$ cat config.mk
export PLATFORM = sky130hd
export DESIGN_NAME = tsi_switch
export DESIGN_NICKNAME = d
export VERILOG_FILES = /design/src/rtl/tsi_pkg.sv /design/src/rtl/tsi_timing.sv /design/src/rtl/tsi_rx.sv /design/src/rtl/tsi_dmem.sv /design/src/rtl/tsi_cmem.sv /design/src/rtl/tsi_tx.sv /design/src/rtl/tsi_switch.sv
export SDC_FILE = /design/constraint.sdc
export NUM_CORES = 2
export LEC_CHECK = 0
export BUFFER_PORTS_ARGS = -buffer_cell sky130_fd_sc_hd__buf_2
export CAP_MARGIN = 20
export CORE_AREA = 5 5 417 460
export CTS_CLUSTER_SIZE = 24
export DETAILED_ROUTE_END_ITERATION = 10
export DIE_AREA = 0 0 422 465
export PLACE_DENSITY = 0.72
export SLEW_MARGIN = 30
export SYNTH_ARGS = -nofsm -noshare
export SYNTH_HDL_FRONTEND = slang
export SYNTH_SLANG_ARGS = --single-unit
$ cat constraint.sdc
create_clock -name clk -period 41.1 [get_ports clk]
set_clock_uncertainty 0.05 [all_clocks]
set_input_delay 2.055 -clock clk [delete_from_list [all_inputs] [get_ports clk]]
set_output_delay 2.055 -clock clk [all_outputs]
set_load 0.05 [all_outputs]
$ cat src/rtl/tsi_pkg.sv
package tsi_pkg;
  localparam int unsigned DEF_LINES    = 4;
  localparam int unsigned DEF_CHANNELS = 32;
  localparam int unsigned DEF_BYTE_W   = 8;

  typedef enum logic {
    SRC_SWITCHED = 1'b0,
    SRC_MESSAGE  = 1'b1
  } slot_src_e;

  // High part of a connection entry: bit 1 selects the source, bit 0 drives the line.
  typedef struct packed {
    slot_src_e src;
    logic      drive;
  } cm_high_t;
endpackage

$ cat src/rtl/tsi_timing.sv
module tsi_timing #(
  parameter int unsigned NUM_CH = tsi_pkg::DEF_CHANNELS,
  parameter int unsigned BYTE_W = tsi_pkg::DEF_BYTE_W,
  localparam int unsigned CH_W  = $clog2(NUM_CH),
  localparam int unsigned PH_W  = $clog2(BYTE_W)
) (
  input  logic            clk,
  input  logic            rst_n,
  input  logic            fp_i,
  output logic [CH_W-1:0] chan_o,
  output logic [PH_W-1:0] phase_o
);
  localparam int unsigned CNT_W = CH_W + PH_W;

  logic [CNT_W-1:0] cnt_q, cnt_cur, cnt_d;

  // The frame pulse forces the current cycle to slot 0, phase 0.
  always_comb begin
    cnt_cur = fp_i ? '0 : cnt_q;
    cnt_d   = cnt_cur + 1'b1;
  end

  always_ff @(posedge clk or negedge rst_n) begin
    if (!rst_n) cnt_q <= '0;
    else        cnt_q <= cnt_d;
  end

  assign chan_o  = cnt_cur[CNT_W-1:PH_W];
  assign phase_o = cnt_cur[PH_W-1:0];

  assert_frame_align_R2: assert property (@(posedge clk) disable iff (!rst_n)
    fp_i |=> (cnt_q == CNT_W'(1)));
endmodule

$ cat src/rtl/tsi_rx.sv
module tsi_rx #(
  parameter int unsigned NUM_LN  = tsi_pkg::DEF_LINES,
  parameter int unsigned NUM_CH  = tsi_pkg::DEF_CHANNELS,
  parameter int unsigned BYTE_W  = tsi_pkg::DEF_BYTE_W,
  localparam int unsigned LN_W   = $clog2(NUM_LN),
  localparam int unsigned CH_W   = $clog2(NUM_CH),
  localparam int unsigned PH_W   = $clog2(BYTE_W),
  localparam int unsigned ADDR_W = LN_W + CH_W
) (
  input  logic              clk,
  input  logic              rst_n,
  input  logic [NUM_LN-1:0] st_i,
  input  logic [CH_W-1:0]   chan_i,
  input  logic [PH_W-1:0]   phase_i,
  output logic              wr_en_o,
  output logic [ADDR_W-1:0] wr_addr_o,
  output logic [BYTE_W-1:0] wr_data_o
);
  localparam logic [PH_W-1:0] LAST_PH = PH_W'(BYTE_W - 1);
  localparam logic [PH_W-1:0] WR_END  = PH_W'(NUM_LN);

  logic [NUM_LN-1:0][BYTE_W-2:0] sh_q, sh_d;
  logic [NUM_LN-1:0][BYTE_W-1:0] hold_q, hold_d, full_byte;
  logic [CH_W-1:0]               hold_ch_q, hold_ch_d;
  logic                          hold_vld_q, hold_vld_d;
  logic                          capture;
  logic [LN_W-1:0]               wr_line;

  assign capture = (phase_i == LAST_PH);

  for (genvar s = 0; s < NUM_LN; s++) begin : g_deser
    always_comb begin
      full_byte[s] = {sh_q[s], st_i[s]};
      sh_d[s]      = full_byte[s][BYTE_W-2:0];
      hold_d[s]    = capture ? full_byte[s] : hold_q[s];
    end
  end

  always_comb begin
    hold_ch_d  = capture ? chan_i : hold_ch_q;
    hold_vld_d = hold_vld_q | capture;
  end

  always_ff @(posedge clk or negedge rst_n) begin
    if (!rst_n) begin
      sh_q       <= '0;
      hold_q     <= '0;
      hold_ch_q  <= '0;
      hold_vld_q <= 1'b0;
    end else begin
      sh_q       <= sh_d;
      hold_q     <= hold_d;
      hold_ch_q  <= hold_ch_d;
      hold_vld_q <= hold_vld_d;
    end
  end

  // Held bytes are written one line per phase in the first phases of the next slot.
  assign wr_line   = phase_i[LN_W-1:0];
  assign wr_en_o   = hold_vld_q && (phase_i < WR_END);
  assign wr_addr_o = {wr_line, hold_ch_q};
  assign wr_data_o = hold_q[wr_line];

  assert_hold_stable_R3: assert property (@(posedge clk) disable iff (!rst_n)
    (phase_i != LAST_PH) |=> $stable(hold_q));
endmodule

$ cat src/rtl/tsi_dmem.sv
module tsi_dmem #(
  parameter int unsigned NUM_LN  = tsi_pkg::DEF_LINES,
  parameter int unsigned NUM_CH  = tsi_pkg::DEF_CHANNELS,
  parameter int unsigned BYTE_W  = tsi_pkg::DEF_BYTE_W,
  localparam int unsigned DEPTH  = NUM_LN * NUM_CH,
  localparam int unsigned ADDR_W = $clog2(DEPTH)
) (
  input  logic              clk,
  input  logic              we_i,
  input  logic [ADDR_W-1:0] addr_i,
  input  logic [BYTE_W-1:0] wdata_i,
  output logic [BYTE_W-1:0] rdata_o
);
  logic [BYTE_W-1:0] mem_q [DEPTH];

  always_ff @(posedge clk) begin
    if (we_i) mem_q[addr_i] <= wdata_i;
  end

  assign rdata_o = mem_q[addr_i];
endmodule

$ cat src/rtl/tsi_cmem.sv
module tsi_cmem #(
  parameter int unsigned NUM_LN  = tsi_pkg::DEF_LINES,
  parameter int unsigned NUM_CH  = tsi_pkg::DEF_CHANNELS,
  parameter int unsigned BYTE_W  = tsi_pkg::DEF_BYTE_W,
  localparam int unsigned DEPTH  = NUM_LN * NUM_CH,
  localparam int unsigned ADDR_W = $clog2(DEPTH)
) (
  input  logic               clk,
  input  logic               rst_n,
  input  logic               lo_we_i,
  input  logic               hi_we_i,
  input  logic [ADDR_W-1:0]  waddr_i,
  input  logic [BYTE_W-1:0]  lo_wdata_i,
  input  tsi_pkg::cm_high_t  hi_wdata_i,
  input  logic [ADDR_W-1:0]  raddr_i,
  output logic [BYTE_W-1:0]  lo_rdata_o,
  output tsi_pkg::cm_high_t  hi_rdata_o
);
  logic [BYTE_W-1:0] lo_q [DEPTH];
  tsi_pkg::cm_high_t hi_q [DEPTH];

  always_ff @(posedge clk or negedge rst_n) begin
    if (!rst_n) begin
      for (int i = 0; i < DEPTH; i++) begin
        lo_q[i] <= '0;
        hi_q[i] <= '0;
      end
    end else begin
      if (lo_we_i) lo_q[waddr_i] <= lo_wdata_i;
      if (hi_we_i) hi_q[waddr_i] <= hi_wdata_i;
    end
  end

  assign lo_rdata_o = lo_q[raddr_i];
  assign hi_rdata_o = hi_q[raddr_i];

  assert_low_write_R7: assert property (@(posedge clk) disable iff (!rst_n)
    lo_we_i |=> (lo_q[$past(waddr_i)] == $past(lo_wdata_i)));
  assert_low_kept_R7: assert property (@(posedge clk) disable iff (!rst_n)
    (hi_we_i && !lo_we_i) |=> (lo_q[$past(waddr_i)] == $past(lo_q[waddr_i])));
endmodule

$ cat src/rtl/tsi_tx.sv
module tsi_tx #(
  parameter int unsigned NUM_LN  = tsi_pkg::DEF_LINES,
  parameter int unsigned NUM_CH  = tsi_pkg::DEF_CHANNELS,
  parameter int unsigned BYTE_W  = tsi_pkg::DEF_BYTE_W,
  localparam int unsigned LN_W   = $clog2(NUM_LN),
  localparam int unsigned CH_W   = $clog2(NUM_CH),
  localparam int unsigned PH_W   = $clog2(BYTE_W),
  localparam int unsigned ADDR_W = LN_W + CH_W
) (
  input  logic              clk,
  input  logic              rst_n,
  input  logic [CH_W-1:0]   chan_i,
  input  logic [PH_W-1:0]   phase_i,
  output logic [ADDR_W-1:0] cm_addr_o,
  input  logic [BYTE_W-1:0] cm_lo_i,
  input  tsi_pkg::cm_high_t cm_hi_i,
  output logic              dm_re_o,
  output logic [ADDR_W-1:0] dm_addr_o,
  input  logic [BYTE_W-1:0] dm_rdata_i,
  output logic [NUM_LN-1:0] st_o
);
  localparam logic [PH_W-1:0] LAST_PH    = PH_W'(BYTE_W - 1);
  localparam logic [PH_W-1:0] FETCH_BASE = PH_W'(BYTE_W - NUM_LN);

  logic              fetch_act;
  logic [PH_W-1:0]   fetch_off;
  logic [LN_W-1:0]   fetch_ln;
  logic [CH_W-1:0]   next_ch;
  logic [BYTE_W-1:0] fetch_byte;
  logic              load;

  logic [NUM_LN-1:0][BYTE_W-1:0] nxt_q, nxt_d, sh_q, sh_d, load_byte;
  logic [NUM_LN-1:0]             nxt_drv_q, nxt_drv_d, drv_q, drv_d, load_drv, fetch_hit;

  // Fetch for the following slot, one output line per phase in the last phases.
  always_comb begin
    fetch_act  = (phase_i >= FETCH_BASE);
    fetch_off  = phase_i - FETCH_BASE;
    fetch_ln   = fetch_off[LN_W-1:0];
    next_ch    = chan_i + 1'b1;
    load       = (phase_i == LAST_PH);
    fetch_byte = (cm_hi_i.src == tsi_pkg::SRC_MESSAGE) ? cm_lo_i : dm_rdata_i;
  end

  assign cm_addr_o = {fetch_ln, next_ch};
  assign dm_re_o   = fetch_act && (cm_hi_i.src == tsi_pkg::SRC_SWITCHED);
  assign dm_addr_o = cm_lo_i[ADDR_W-1:0];

  for (genvar o = 0; o < NUM_LN; o++) begin : g_ser
    always_comb begin
      fetch_hit[o] = fetch_act && (fetch_ln == LN_W'(o));
      nxt_d[o]     = fetch_hit[o] ? fetch_byte : nxt_q[o];
      nxt_drv_d[o] = fetch_hit[o] ? cm_hi_i.drive : nxt_drv_q[o];
      load_byte[o] = nxt_d[o];
      load_drv[o]  = nxt_drv_d[o];
      sh_d[o]      = load ? load_byte[o] : {sh_q[o][BYTE_W-2:0], 1'b1};
      drv_d[o]     = load ? load_drv[o] : drv_q[o];
    end

    assign st_o[o] = drv_q[o] ? sh_q[o][BYTE_W-1] : 1'b1;

    assert_drive_per_slot_R6: assert property (@(posedge clk) disable iff (!rst_n)
      (phase_i != LAST_PH) |=> $stable(drv_q[o]));
  end

  always_ff @(posedge clk or negedge rst_n) begin
    if (!rst_n) begin
      nxt_q     <= '1;
      nxt_drv_q <= '0;
      sh_q      <= '1;
      drv_q     <= '0;
    end else begin
      nxt_q     <= nxt_d;
      nxt_drv_q <= nxt_drv_d;
      sh_q      <= sh_d;
      drv_q     <= drv_d;
    end
  end
endmodule

$ cat src/rtl/tsi_switch.sv
module tsi_switch #(
  parameter int unsigned NUM_LN  = tsi_pkg::DEF_LINES,
  parameter int unsigned NUM_CH  = tsi_pkg::DEF_CHANNELS,
  parameter int unsigned BYTE_W  = tsi_pkg::DEF_BYTE_W,
  localparam int unsigned ADDR_W = $clog2(NUM_LN) + $clog2(NUM_CH)
) (
  input  logic              clk,
  input  logic              rst_n,
  input  logic              fp_i,
  input  logic [NUM_LN-1:0] st_in,
  output logic [NUM_LN-1:0] st_out,
  input  logic              cm_lo_we,
  input  logic              cm_hi_we,
  input  logic [ADDR_W-1:0] cm_addr,
  input  logic [BYTE_W-1:0] cm_lo_data,
  input  logic [1:0]        cm_hi_data
);
  localparam int unsigned CH_W = $clog2(NUM_CH);
  localparam int unsigned PH_W = $clog2(BYTE_W);

  logic rst_meta_q, rst_sync_q;

  // Reset asserts at once and releases on a clock edge.
  always_ff @(posedge clk or negedge rst_n) begin
    if (!rst_n) begin
      rst_meta_q <= 1'b0;
      rst_sync_q <= 1'b0;
    end else begin
      rst_meta_q <= 1'b1;
      rst_sync_q <= rst_meta_q;
    end
  end

  logic [CH_W-1:0]   chan;
  logic [PH_W-1:0]   phase;
  logic              rx_we, tx_re;
  logic [ADDR_W-1:0] rx_addr, tx_addr, dm_addr, cm_raddr;
  logic [BYTE_W-1:0] rx_data, dm_rdata, cm_lo;
  tsi_pkg::cm_high_t cm_hi;

  tsi_timing #(.NUM_CH(NUM_CH), .BYTE_W(BYTE_W)) u_timing (
    .clk(clk), .rst_n(rst_sync_q), .fp_i(fp_i), .chan_o(chan), .phase_o(phase));

  tsi_rx #(.NUM_LN(NUM_LN), .NUM_CH(NUM_CH), .BYTE_W(BYTE_W)) u_rx (
    .clk(clk), .rst_n(rst_sync_q), .st_i(st_in), .chan_i(chan), .phase_i(phase),
    .wr_en_o(rx_we), .wr_addr_o(rx_addr), .wr_data_o(rx_data));

  assign dm_addr = rx_we ? rx_addr : tx_addr;

  tsi_dmem #(.NUM_LN(NUM_LN), .NUM_CH(NUM_CH), .BYTE_W(BYTE_W)) u_dmem (
    .clk(clk), .we_i(rx_we), .addr_i(dm_addr), .wdata_i(rx_data), .rdata_o(dm_rdata));

  tsi_cmem #(.NUM_LN(NUM_LN), .NUM_CH(NUM_CH), .BYTE_W(BYTE_W)) u_cmem (
    .clk(clk), .rst_n(rst_sync_q), .lo_we_i(cm_lo_we), .hi_we_i(cm_hi_we),
    .waddr_i(cm_addr), .lo_wdata_i(cm_lo_data), .hi_wdata_i(tsi_pkg::cm_high_t'(cm_hi_data)),
    .raddr_i(cm_raddr), .lo_rdata_o(cm_lo), .hi_rdata_o(cm_hi));

  tsi_tx #(.NUM_LN(NUM_LN), .NUM_CH(NUM_CH), .BYTE_W(BYTE_W)) u_tx (
    .clk(clk), .rst_n(rst_sync_q), .chan_i(chan), .phase_i(phase),
    .cm_addr_o(cm_raddr), .cm_lo_i(cm_lo), .cm_hi_i(cm_hi),
    .dm_re_o(tx_re), .dm_addr_o(tx_addr), .dm_rdata_i(dm_rdata), .st_o(st_out));

  assert_mem_slots_R9: assert property (@(posedge clk) disable iff (!rst_sync_q)
    !(rx_we && tx_re));
endmodule

Yosys cells after proc, flatten, opt, wreduce, memory -nomap -nowiden. Memories as Yosys holds them, arrays and structs flattened. Index checks and enable logic that the tools add are counted.

Add/sub/neg operators: 3. Magnitude comparators: 6. Equality and inequality tests: 4. Multiplexer cells: 35. Bitwise gates (word level): 3. Reductions and logical operators: 7.

Operators with widths (number): 1024-bit bitwise mux (1); 256-bit bitwise mux (1); 8-bit 2-to-1 mux (14); 8-bit binary-select mux with 7-bit select (1); 8-bit demux with 7-bit select (1); 8-bit binary-select mux with 2-bit select (1); 8-bit >= comparator, second input constant (2); 7-bit inverter with 8-bit output (2); 2-bit binary-select mux with 7-bit select (1); 2-bit demux with 7-bit select (1); 1-bit 2-to-1 mux (10); 8-bit by 1-bit adder with 8-bit output, second input constant (1); 8-bit by 1-bit less-than comparator with 1-bit output, second input constant (1); 7-bit 2-to-1 mux (1); 1-bit logical AND (6); 2-bit 2-to-1 mux (3); 5-bit by 1-bit adder with 5-bit output, second input constant (1); 2-bit == test, second input constant (2); 3-bit == test, second input constant (1); 3-bit >= comparator, second input constant (1); 2-bit by 3-bit less-than comparator with 1-bit output, second input constant (1); 3-bit less-than comparator, second input constant (1); 2-bit by 1-bit == test with 1-bit output, second input constant (1); 2-bit zero test (1); other kinds (2) (2).

Register bits: 1428. Bits in writable memories: 1024. Input port bits: 26. Output and inout port bits: 4. Logic and storage cells: 466. Memories: 1.

Memory list: u_dmem.mem_q (depth 128, bits a word 8, read ports 1, clocked after memory_dff 0, wr ports 1, RTL line tsi_dmem.sv:14) `logic [BYTE_W-1:0] mem_q [DEPTH];`.

Depth between registers and ports, before layout. An unclocked memory read counts as a cell.

Depth after elaboration: 11. Mapped depth: 24. Gate-level depth less buffers: 15.

Modules after synthesis. A second synthesis with hierarchy kept.

Cell total of the unflattened synthesis: 6392. Area total of the unflattened synthesis: 104472.7 um^2.

By module, submodules not included: tsi_cmem (times used 1, cells each 3586, area each 58398.5 um^2, sequential area each 32030.7 um^2); tsi_dmem (times used 1, cells each 2467, area each 40273.6 um^2, sequential area each 30749.5 um^2); tsi_tx (times used 1, cells each 167, area each 2807.7 um^2, sequential area each 1646.6 um^2); tsi_rx (times used 1, cells each 122, area each 2441.1 um^2, sequential area each 1651.6 um^2); tsi_timing (times used 1, cells each 39, area each 381.6 um^2, sequential area each 200.2 um^2); tsi_switch (times used 1, cells each 11, area each 170.2 um^2, sequential area each 50.0 um^2).

Least setup slack after synthesis. No wires, ideal clock.

Path type: input to register. Start: input fp_i. End: memory u_dmem.mem_q[0][0] (netlist name) (data pin). Library setup time: 0.969 ns. Arrival time: 7.212 ns. Required time: 40.081 ns. Setup slack: 32.869 ns. Stages on the path: 8. Buffers on the path: 4. Cells stage by stage: clkbuf_2 > nand2b_1 > clkbuf_1 > inv_1 > clkbuf_1 > buf_1 > nand2_1 > a31oi_1.

Longest elaborated chain between the ends: 3.

RTL lines: from (decl) (RTL line tsi_switch.sv:9) `input logic fp_i,`; 8-bit 2-to-1 mux (RTL line tsi_timing.sv:19) `cnt_cur = fp_i ? '0 : cnt_q;`; 8-bit binary-select mux with 2-bit select (RTL line tsi_rx.sv:62) `assign wr_data_o = hold_q[wr_line];`; 8-bit 2-to-1 mux (not written as such) (RTL line tsi_rx.sv:62); named net rx_data[0] (RTL line tsi_switch.sv:38) `logic [BYTE_W-1:0] rx_data, dm_rdata, cm_lo;`; to (decl) (RTL line tsi_dmem.sv:14).

The timed path passes the listed nets, and every way through them passes these cells. The select of a mux whose other input is x is not followed.

==> metrics.md <==
| Metric | Value |
|---|---|
| Peak supply drop | `around 50 uV` |
| Measured slew at the worst slew-check pin | `1.07 ns` |
| Final RePlAce weighted congestion | `0.931` |
| Final wirelength | `323 mm` |
| Largest net degree at the start of global routing | `187` |
| Most frequent cells in the layout | `mux2_2, dfrtp_1, edfxtp_1` |
| Worst-path clk slew | `~0.07 ns` |
| First-pass GRT wire length | `about 470 mm` |
| Die Ht | `roughly 470 um` |
| Yosys cell types | `97` |
| Sw frac | `0.269` |
| RSZ-0062 raised after global routing | `no` |
| Avg WL per Cell | `about 32 um` |
| EDFF count, synth | `1,024` |
| Met2 track demand over resource | `0.501` |
| Peak Freq | `0.107 GHz` |
| Port Buffers | `29` |
| Initial antenna violation count | `14` |
| Mapped Cells | `around 7.6k` |
| M3 GR Usage | `0.0723` |
| Initial Util | `0.564` |
| CP Launch Point | `fp_i` |
| H-tree depth | `4` |
| GRT Max-Usage Layer | `met2` |
| Synthesized net count | `7,618` |
| # DRC | `0` |
| Leakage power | `0.0486 uW` |
| Clk sinks | `2,452` |
| R2R Setup Slk | `about 32 ns` |
| Gate power share | `0.141` |
| DIE WIDTH | `422 um` |
| GR met1 Demand/Resource | `0.413` |
| CTS tree | `yes` |
| Setup crit end kind | `register` |
| First-pass detailed-route iteration total | `9` |
| CTS max path bufs | `3` |
| Critical Path AT | `10.13 ns` |
| Setup TNS | `0 ns` |
| Min-delay worst type | `register to asynchronous set/reset pin` |
| Required time of the critical path | `roughly 42 ns` |
| IO Count | `30` |
| Post-DP HPWL | `196 mm` |
| CTS root buf | `clkbuf_16` |
| Synthesized cell area | `0.106 mm2` |
| FP Rows | `167` |
| Int Power | `4260 uW` |
| Vias/cell | `6.94` |
| Period utilization | `0.227` |
| Synth area leaders | `dfrtp_1, edfxtp_1, mux2_2, mux2i_1, o22ai_1` |
| DR vias | `70.1k` |
| PwrDens | `50.2 mW/mm2` |
| Clock power share | `0.376` |
| Crit path kind | `primary input to register` |
| Leading cell type in the layout, fill and taps excluded | `mux2_2` |
| Seq pwr share | `0.483` |
| Yosys top cell by area | `dfrtp_1` |
| Tmin final | `9.35 ns` |
| Final hold viol count | `0` |
| Crit Path Max Fanout | `46` |
| Seq/Total Area, Yosys | `0.631` |
| Max_slew headroom | `0.275` |
| Seq cells post-synth | `around 2.5k` |
| Critical R2R Launch | `u_timing.cnt_q[5]` |
| Layout area overhead | `10.1%` |
| CTS buffer count | `233` |
| Layout fillers | `approximately 14k` |
| Layout cell share with drive strength beyond 1 | `0.289` |
| Nets | `between 7k and 8k` |
| Register area | `roughly 0.067 mm2` |
| Post-synth ARST share | `0.582` |
| Final ANT Viol Nets | `0` |
| Pwr Total | `just under 6000 uW` |
| Yosys top cell area share | `0.323` |
| Total track usage | `0.322` |
| Post-CTS Setup Repair Bufs | `0` |
| DRT iter0 DRCs | `around 9.3k` |
| Net Sw Power | `1570 uW` |
| Avg Cell Area, Syn | `13.9 um2` |
| Max cap viols | `0` |
| Synth Flop Type | `dfrtp_1` |
| Grt ovf | `0` |
| Die area | `0.196 mm2` |
| Area of the core | `0.187 mm2` |
| Final-report setup violation count | `0` |
| Number of global-route vias before repair | `70.5k` |
| Clock Latency Late Sink | `0.93 ns` |
| Pins Over Slew Limit | `0` |
| Status | `completed` |
| Post-CTS sizing | `0` |
| Startpoint types | `primary input` |
| Area occupied by multi-input gates | `0.0367 mm2` |
| Synthesis Warnings | `0` |
| Hold_buf cts | `0` |
cells by family (layout without fill, tap and decap cells):
logic type,after synthesis,count (layout),share of synthesized area
buffers and inverters,620,677,0.0266
flip-flops,2452,2452,0.631
adder cells (fa/ha/maj),5,5,0.000593
AO/OA/AOI/OAI,1539,1539,0.103
XOR/XNOR,7,7,0.000581
multiplexers,1840,1840,0.192
AND/OR/NAND/NOR,1123,1123,0.0462
other,1,5,0.0000355
worst paths after layout:
kind	to	depth (start not counted)
worst max-delay path	u_tx.nxt_q[10]	19
worst min-delay path	u_cmem.hi_q[112]	0
worst max register to register	u_tx.nxt_q[10]	18
worst min register to register	u_cmem.hi_q[112]	0
max in group asynchronous	u_cmem.lo_q[59]	5
min in group clk	rst_sync_q	0
layout make-up:
type	instances	area share
antenna	4	0.0000861
clock buffer	302	0.0554
clock inverter	136	0.0120
inverter	23	0.000754
multi-input combinational	4515	0.316
sequential	2452	0.573
tap	2450	0.0264
timing repair buffer	216	0.0164
Yosys cell counts, drive strengths merged, types with 9 or more instances:
cell,number
nand2b,30
a21oi,159
o221ai,73
a211o,9
nor4,14
o32ai,12
buf,266
o22ai,317
a221oi,88
nand2,383
nor2,444
a31oi,44
a222oi,97
mux2i,418
clkbuf,331
inv,21
a22o,52
mux2,1414
a32oi,9
o21ai,274
a2111oi,12
and2,9
nor2b,41
o31ai,21
o31a,11
a41oi,20
dfrtp,1364
a221o,14
nand3,75
a41o,10
a211oi,74
o21a,15
nand4,21
o211ai,44
and3,20
nor3,52
dfstp,64
a22oi,103
edfxtp,1024
o221a,14
or2,10
flip-flops by register name (all words and copies together) (netlist names):
signal	count
u_cmem.lo_q	1024
u_dmem.mem_q	1024
u_cmem.hi_q	256
u_rx.hold_q	32
u_tx.nxt_q	32
u_tx.sh_q	32
u_rx.full_byte	28
u_timing.cnt_q	8
u_rx.hold_ch_q	5
u_tx.drv_q	4
u_tx.nxt_drv_q	4
rst_meta_q	1
rst_sync_q	1
u_rx.hold_vld_q	1
power by group through the flow:
stage / sequential, uW / combinational, uW / clock (uW)
3_3_place_gp: 2850 / 783 / 0
2_1_floorplan: 2880 / 528 / 0
6_report: 2820 / 824 / 2190
5_1_grt: 2830 / 866 / 2310
4_1_cts: 2810 / 806 / 2210
3_5_place_dp: 2860 / 803 / 0
stage by stage:
stage,cell area (um2),std cells,hold WS (ns),util,setup WS [ns]
CTS,116000,10100,0.303,0.620,32.16
global route,116000,10100,0.240,0.621,31.74
detailed placement,108000,9648,0.287,0.578,31.19
finish,116000,10100,0.176,0.621,31.75
global placement,108000,9645,0.283,0.577,31.25
floorplan,106000,7587,0.281,-,17.97
worst max-delay path, stage by stage:
cell,delay (ns)
buf_4,0.48
buf_4,0.60
nand2b_2,0.82
buf_4,0.48
o22ai_1,0.13
a41o_1,0.23
a211oi_1,0.24
a2111oi_1,0.08
buf_4,0.19
o22ai_1,0.51
o21ai_1,0.37
nand2_4,0.42
buf_4,0.65
nor2_1,0.41
a222oi_1,0.40
a31oi_1,0.13
a2111oi_1,0.86
o2111ai_1,0.54
o31a_1,0.44
per-layer routing:
layer	up-vias	wire, um
met5	-	35
met4	6	23700
met3	1123	32600
met2	4394	149000
met1	35900	118000
li1	28700	-
Note: power is estimated with default switching activity, not from simulation.
